### config.mk
export PLATFORM = sky130hd
export DESIGN_NAME = rorgn_wfilter
export DESIGN_NICKNAME = d
export VERILOG_FILES = /design/src/rtl/rorgn_pkg.sv /design/src/rtl/rorgn_regs.sv /design/src/rtl/rorgn_match.sv /design/src/rtl/rorgn_gate.sv /design/src/rtl/rorgn_wfilter.sv
export SDC_FILE = /design/constraint.sdc
export NUM_CORES = 1
export LEC_CHECK = 0
export BUFFER_PORTS_ARGS = -buffer_cell sky130_fd_sc_hd__buf_2
export CORE_UTILIZATION = 40
export CTS_CLUSTER_DIAMETER = 40
export DETAILED_ROUTE_END_ITERATION = 8
export GPL_ROUTABILITY_DRIVEN = 0
export PLACE_DENSITY_LB_ADDON = 0.1
export SETUP_SLACK_MARGIN = 0.3
export SLEW_MARGIN = 10
export SYNTH_ARGS = -nofsm -noshare
export SYNTH_HDL_FRONTEND = slang
export SYNTH_SLANG_ARGS = --single-unit
### constraint.sdc
create_clock -name clk -period 3.4 [get_ports clk]
set_input_delay 0.17 -clock clk [delete_from_list [all_inputs] [get_ports clk]]
set_output_delay 0.17 -clock clk [all_outputs]
set_load 0.02 [all_outputs]
### src/rtl/rorgn_pkg.sv
// Package: shared offsets and register select type for the region filter.
// Assumes a byte-addressed 12-bit register window.
package rorgn_pkg;
    localparam int unsigned CFG_AW = 12;
    localparam logic [CFG_AW-1:0] OFF_FIRST = 12'h7E4;
    localparam logic [CFG_AW-1:0] OFF_STOP  = 12'h7E8;
    localparam logic [CFG_AW-1:0] OFF_LOCK  = 12'h7EC;

    typedef enum logic [1:0] {
        SEL_NONE,
        SEL_FIRST,
        SEL_STOP,
        SEL_LOCK
    } reg_sel_e;

    // Map a register offset to the register it names.
    function automatic reg_sel_e decode_sel(input logic [CFG_AW-1:0] off);
        reg_sel_e s;
        unique case (off)
            OFF_FIRST: s = SEL_FIRST;
            OFF_STOP:  s = SEL_STOP;
            OFF_LOCK:  s = SEL_LOCK;
            default:   s = SEL_NONE;
        endcase
        return s;
    endfunction
endpackage

### src/rtl/rorgn_regs.sv
// Module: register file with a one-way lock. Holds the first and stop page
// numbers and the lock latch. Answers each access one cycle later.
// Assumes the requester issues at most one access per cycle.
module rorgn_regs
    import rorgn_pkg::*;
#(
    parameter int unsigned DW = 32
) (
    input  logic              clk,
    input  logic              rst_n,
    input  logic              cfg_valid,
    input  logic              cfg_write,
    input  logic [CFG_AW-1:0] cfg_addr,
    input  logic [DW-1:0]     cfg_wdata,
    output logic              cfg_rsp_valid,
    output logic [DW-1:0]     cfg_rdata,
    output logic              cfg_err,
    output logic [DW-1:0]     first_q,
    output logic [DW-1:0]     stop_q,
    output logic              lock_q
);
    reg_sel_e      sel;
    logic          wr_any;
    logic          wr_ok;
    logic [DW-1:0] rd_mux;

    // Decode the accessed register and whether a write may land.
    always_comb begin
        sel    = decode_sel(cfg_addr);
        wr_any = cfg_valid && cfg_write && (sel != SEL_NONE);
        wr_ok  = wr_any && !lock_q;
    end

    // Select read data for the accessed register.
    always_comb begin
        unique case (sel)
            SEL_FIRST: rd_mux = first_q;
            SEL_STOP:  rd_mux = stop_q;
            SEL_LOCK:  rd_mux = {{(DW-1){1'b0}}, lock_q};
            default:   rd_mux = '0;
        endcase
    end

    // Hold bounds and lock; the lock only ever sets.
    always_ff @(posedge clk) begin
        if (!rst_n) begin
            first_q <= '0;
            stop_q  <= '0;
            lock_q  <= 1'b0;
        end else if (wr_ok) begin
            if (sel == SEL_FIRST) first_q <= cfg_wdata;
            if (sel == SEL_STOP)  stop_q  <= cfg_wdata;
            if (sel == SEL_LOCK && cfg_wdata[0]) lock_q <= 1'b1;
        end
    end

    // Register the access response one cycle after the request.
    always_ff @(posedge clk) begin
        if (!rst_n) begin
            cfg_rsp_valid <= 1'b0;
            cfg_rdata     <= '0;
            cfg_err       <= 1'b0;
        end else begin
            cfg_rsp_valid <= cfg_valid;
            cfg_rdata     <= (cfg_valid && !cfg_write) ? rd_mux : '0;
            cfg_err       <= wr_any && lock_q;
        end
    end
endmodule

### src/rtl/rorgn_match.sv
// Module: window compare. Raises hit when the lock is set, the window is
// non-empty and the address lies in [start, stop). Bounds are page numbers
// scaled by PAGE_SHIFT and offset by PHYS_BASE; comparison is done in a
// width wide enough that no sum wraps.
module rorgn_match #(
    parameter int unsigned  AW         = 40,
    parameter int unsigned  DW         = 32,
    parameter int unsigned  PAGE_SHIFT = 14,
    parameter logic [63:0]  PHYS_BASE  = 64'h0000_0008_0000_0000
) (
    input  logic [AW-1:0] addr,
    input  logic [DW-1:0] first_pg,
    input  logic [DW-1:0] stop_pg,
    input  logic          locked,
    output logic          hit
);
    localparam int unsigned WA = DW + PAGE_SHIFT + 1;
    localparam int unsigned WW = (WA > AW + 1) ? WA : AW + 1;
    localparam logic [WW-1:0] PB = WW'(PHYS_BASE[AW-1:0]);

    logic [WW-1:0] a_w;
    logic [WW-1:0] lo_w;
    logic [WW-1:0] hi_w;
    logic          nonempty;

    // Scale page numbers to byte addresses and test the window.
    always_comb begin
        a_w      = WW'(addr);
        lo_w     = PB + (WW'(first_pg) << PAGE_SHIFT);
        hi_w     = PB + (WW'(stop_pg) << PAGE_SHIFT);
        nonempty = stop_pg > first_pg;
        hit      = locked && nonempty && (a_w >= lo_w) && (a_w < hi_w);
    end
endmodule

### src/rtl/rorgn_gate.sv
// Module: write gate. Drops writes that hit the locked window, accepts them
// on the requester side, pulses an error the next cycle and keeps a sticky
// violation flag. Everything else passes straight through.
module rorgn_gate (
    input  logic clk,
    input  logic rst_n,
    input  logic in_valid,
    input  logic in_write,
    input  logic hit,
    input  logic out_ready,
    output logic in_ready,
    output logic out_valid,
    output logic mem_err,
    output logic viol_sticky
);
    logic drop;

    // Decide per cycle whether the current request is dropped.
    always_comb begin
        drop      = in_valid && in_write && hit;
        out_valid = in_valid && !drop;
        in_ready  = drop ? 1'b1 : out_ready;
    end

    // Error pulse for a dropped write and sticky violation flag.
    always_ff @(posedge clk) begin
        if (!rst_n) begin
            mem_err     <= 1'b0;
            viol_sticky <= 1'b0;
        end else begin
            mem_err <= drop;
            if (drop) viol_sticky <= 1'b1;
        end
    end
endmodule

### src/rtl/rorgn_wfilter.sv
// Module: top of the lockable read-only region write filter. Joins the
// register file, window compare and write gate. Address, write flag and
// data pass to the memory side unchanged; only the valid is gated.
// Assumes a single outstanding request handshake on each side.
module rorgn_wfilter #(
    parameter int unsigned AW         = 40,
    parameter int unsigned MW         = 64,
    parameter int unsigned PAGE_SHIFT = 14,
    parameter logic [63:0] PHYS_BASE  = 64'h0000_0008_0000_0000
) (
    input  logic          clk,
    input  logic          rst_n,
    input  logic          cfg_valid,
    input  logic          cfg_write,
    input  logic [11:0]   cfg_addr,
    input  logic [31:0]   cfg_wdata,
    output logic          cfg_rsp_valid,
    output logic [31:0]   cfg_rdata,
    output logic          cfg_err,
    input  logic          in_valid,
    input  logic          in_write,
    input  logic [AW-1:0] in_addr,
    input  logic [MW-1:0] in_wdata,
    output logic          in_ready,
    output logic          out_valid,
    output logic          out_write,
    output logic [AW-1:0] out_addr,
    output logic [MW-1:0] out_wdata,
    input  logic          out_ready,
    output logic          mem_err,
    output logic          viol_sticky
);
    localparam int unsigned DW = 32;

    logic [DW-1:0] first_q;
    logic [DW-1:0] stop_q;
    logic          lock_q;
    logic          hit;

    rorgn_regs #(.DW(DW)) u_regs (
        .clk           (clk),
        .rst_n         (rst_n),
        .cfg_valid     (cfg_valid),
        .cfg_write     (cfg_write),
        .cfg_addr      (cfg_addr),
        .cfg_wdata     (cfg_wdata),
        .cfg_rsp_valid (cfg_rsp_valid),
        .cfg_rdata     (cfg_rdata),
        .cfg_err       (cfg_err),
        .first_q       (first_q),
        .stop_q        (stop_q),
        .lock_q        (lock_q)
    );

    rorgn_match #(
        .AW         (AW),
        .DW         (DW),
        .PAGE_SHIFT (PAGE_SHIFT),
        .PHYS_BASE  (PHYS_BASE)
    ) u_match (
        .addr     (in_addr),
        .first_pg (first_q),
        .stop_pg  (stop_q),
        .locked   (lock_q),
        .hit      (hit)
    );

    rorgn_gate u_gate (
        .clk         (clk),
        .rst_n       (rst_n),
        .in_valid    (in_valid),
        .in_write    (in_write),
        .hit         (hit),
        .out_ready   (out_ready),
        .in_ready    (in_ready),
        .out_valid   (out_valid),
        .mem_err     (mem_err),
        .viol_sticky (viol_sticky)
    );

    // Pass request payload to the memory side unchanged.
    always_comb begin
        out_write = in_write;
        out_addr  = in_addr;
        out_wdata = in_wdata;
    end
endmodule

==> flow_metrics.env <==
export IMPL_drv_cap=0
export IMPL_status="complete, no violations"
export IMPL_fp_coreArea_um2=16000
export IMPL_cts_tree="yes"
export IMPL_start_util_pct=41.4
export IMPL_fin_setup_tns_ns=0
export IMPL_grt_busiest_layer="met2"
export IMPL_avgSynthCellArea_um2=7.89
export IMPL_gr_usage_met1_pct=27.5
export IMPL_min_delay_path_depth=3
export IMPL_gr_usage_met3_pct=5.37
export IMPL_use_met2_pct=38.8
export IMPL_ys_ff_latch=101
export IMPL_portBuffers=169
export IMPL_synth_cell_type_count=51
export IMPL_grt_max_degree=65
export IMPL_yosysWarnings=0
export IMPL_synth_common_cells="nand2_1, buf_4, dfxtp_1"
export IMPL_critPathLaunchType="flip-flop"
export IMPL_path_clk_slew_ns=0.07
export IMPL_antenna_left=0
export IMPL_drtIter0Drc=360
export IMPL_syn_nets=1079
export IMPL_crit_arrival_ns=2.84
export IMPL_via_per_inst=5.26
export IMPL_track_usage_pct=22.5
export IMPL_p_per_area_nw_per_um2=351
export IMPL_worst_slew_pin_transition_ns=1.15
export IMPL_crit_type="reg2out"
export IMPL_setup_violations_final=0
export IMPL_max_freq_ghz=0.332
export IMPL_drc=0
export IMPL_worstRegToRegCells=8
export IMPL_die_y_um=131
export IMPL_yosys_most_used_dff="dfxtp_1"
export IMPL_h_tree_depth=3
export IMPL_syn_area_um2=6620
export IMPL_antenna_cells=0
export IMPL_synth_most_common_cell="nand2_1"
export IMPL_cts_max_path_buffers=2
export IMPL_synth_area_leader_cell="dfxtp_1"
export IMPL_first_pass_iters=5
export IMPL_overflow=0
export IMPL_antenna_found_initial=0
export IMPL_cts_root_buffer="clkbuf_16"
export IMPL_slew_violations=0
export IMPL_cp_required_ns=3.23
export IMPL_top_level_ports=298
export IMPL_synth_edff_count=0
export IMPL_rsz0062_at_grt="true"
export IMPL_total_leakage_power_nw=2.99
export IMPL_numCtsBuffers=9
export IMPL_drive_gt1_share_pct=23.8
export IMPL_cp_end_kind="primary output"
export IMPL_yosysSeqAreaShare_pct=30.5
export IMPL_synth_async_reset_ratio_pct=0
export IMPL_grt_pass1_vias=5644
export IMPL_synth_area_leaders="dfxtp_1, ha_1, buf_4, nand2_1, a21oi_1"
export IMPL_area_delta_synth_final_pct=10.0
export IMPL_hp_class="in2reg"
export IMPL_fin_skew_ns=0.00439
export IMPL_max_slew_margin_pct=23.1
export IMPL_die_width_um=131
export IMPL_vias=5871
export IMPL_rows=46
export IMPL_final_min_clock_period_ns=3.01
export IMPL_die_area_um2=17100
export IMPL_cts_hold_buf=0
export IMPL_wl_mm=19.0
export IMPL_hpwl_mm=15.1
export IMPL_numClockSinks=101
export IMPL_hold_viol_final=0
export IMPL_nets=1137
export IMPL_grt_pass1_wl_mm=29.2
export IMPL_timing_final_crit_share_pct=88.6
export IMPL_wl_per_cell_um=17.0
export IMPL_synth_top_cell_area_share_pct=30.5
export IMPL_cp_max_fo=3
export IMPL_syn_inst=839
export IMPL_clkLatencyLatePin_ns=0.35
export IMPL_whs_ns=0.0562
export IMPL_vdd_ir_drop_worst_mv=0.240
==> per-stage QoR <==
step | util (%) | instances | power [mW] | cell area (um2) | worst slack [ns]
after floorplan | - | 839 | 1.48 | 6620 | 0.679
after global placement | 43.3 | 1101 | 1.46 | 6920 | 0.597
after detailed placement | 43.3 | 1101 | 1.46 | 6920 | 0.514
after CTS | 45.3 | 1116 | 2.58 | 7250 | 0.313
after global routing | 45.5 | 1117 | 2.64 | 7290 | 0.285
final | 45.5 | 1117 | 2.56 | 7290 | 0.388
==> report_power, final <==
| group | internal, mW | switching (mW) |
|---|---|---|
| combinational | 0.101 | 0.154 |
| sequential | 1.18 | 0.000169 |
| clock | 0.661 | 0.461 |
| total | 1.94 | 0.615 |
==> registers in the layout, indices dropped and copies added (netlist names) <==
name / cells
u_regs.stop_q: 32
u_gate.mem_err: 1
u_regs.cfg_rsp_valid: 1
u_regs.cfg_rdata: 32
u_regs.first_q: 32
u_regs.lock_q: 1
u_regs.cfg_err: 1
u_gate.viol_sticky: 1
==> worst max-delay path, stage by stage, from the launching register on <==
cell and delay, ns:
dfxtp_1 0.35, inv_1 0.07, ha_1 0.32, a21oi_1 0.15, o21ai_0 0.13, a221o_1 0.39, a2111o_1 0.44, o2111a_1 0.30
a21boi_0 0.15, buf_2 0.19
==> cell families (layout without fill, tap and decap cells) <==
group	count (synthesis)	after routing	share of synthesized area (%)
compound gates	182	182	17.0
xor+xnor	7	7	0.926
fa+ha+maj	85	85	16.1
buf+inv	196	258	17.4
flops	101	101	30.5
simple gates	268	268	18.1
==> path summary, 6_finish.rpt <==
kind | from | to | slack [ns]
worst max-delay path | u_regs.first_q[19] | out_valid | 0.39
worst min-delay path | cfg_wdata[22] | u_regs.stop_q[22] | 0.06
worst max register to register | u_regs.first_q[19] | u_gate.mem_err | 0.96
worst min register to register | u_regs.first_q[12] | u_regs.first_q[12] | 0.48
==> area by class of cell <==
class                           instances  area (um2)
Tap cell                              216         270
Inverter                               60         225
Sequential cell                       101        2030
Multi-Input combinational cell        542        3500
Clock buffer                           11         243
Fill cell                            1680        8710
Timing Repair Buffer                  183         951
Clock inverter                          4        72.6
==> routing by layer <==
layer | up-vias | share of wire [%]
met5 | - | 0
met4 | 0 | 1.5
met3 | 25 | 6.7
met2 | 220 | 48
met1 | 2727 | 44
li1 | 2899 | -
==> repair_timing <==
action | 4_1_cts | 5_1_grt
buffers inserted | 0 | 1
pin swaps | 1 | 0
resized for setup | 6 | 9
setup endpoints to repair | 2 | 2
==> cells in the final DEF, fill, tap and decap left out, drive strengths merged, types with 2 or more instances in the layout <==
cell | synthesis | routed
o31ai | 4 | 4
and4 | 5 | 5
or4 | 4 | 4
xnor2 | 5 | 5
a22oi | 32 | 32
clkbuf | 20 | 11
nand2 | 158 | 158
a21o | 8 | 8
bufinv | 0 | 2
nand2b | 2 | 2
o21ai | 13 | 13
a2bb2oi | 2 | 2
nand3 | 13 | 13
nor2b | 3 | 3
a21oi | 93 | 93
o21a | 3 | 3
a31oi | 3 | 3
inv | 60 | 60
ha | 85 | 85
dfxtp | 101 | 101
xor2 | 2 | 2
a21boi | 4 | 4
o211ai | 3 | 3
nor4 | 7 | 7
buf | 116 | 183
nand4 | 15 | 15
a221o | 3 | 3
nor3 | 8 | 8
nor4b | 2 | 2
and2 | 5 | 5
a211oi | 3 | 3
and3 | 2 | 2
nor2 | 40 | 40
No activity file was read; power rests on OpenSTA's default activity.
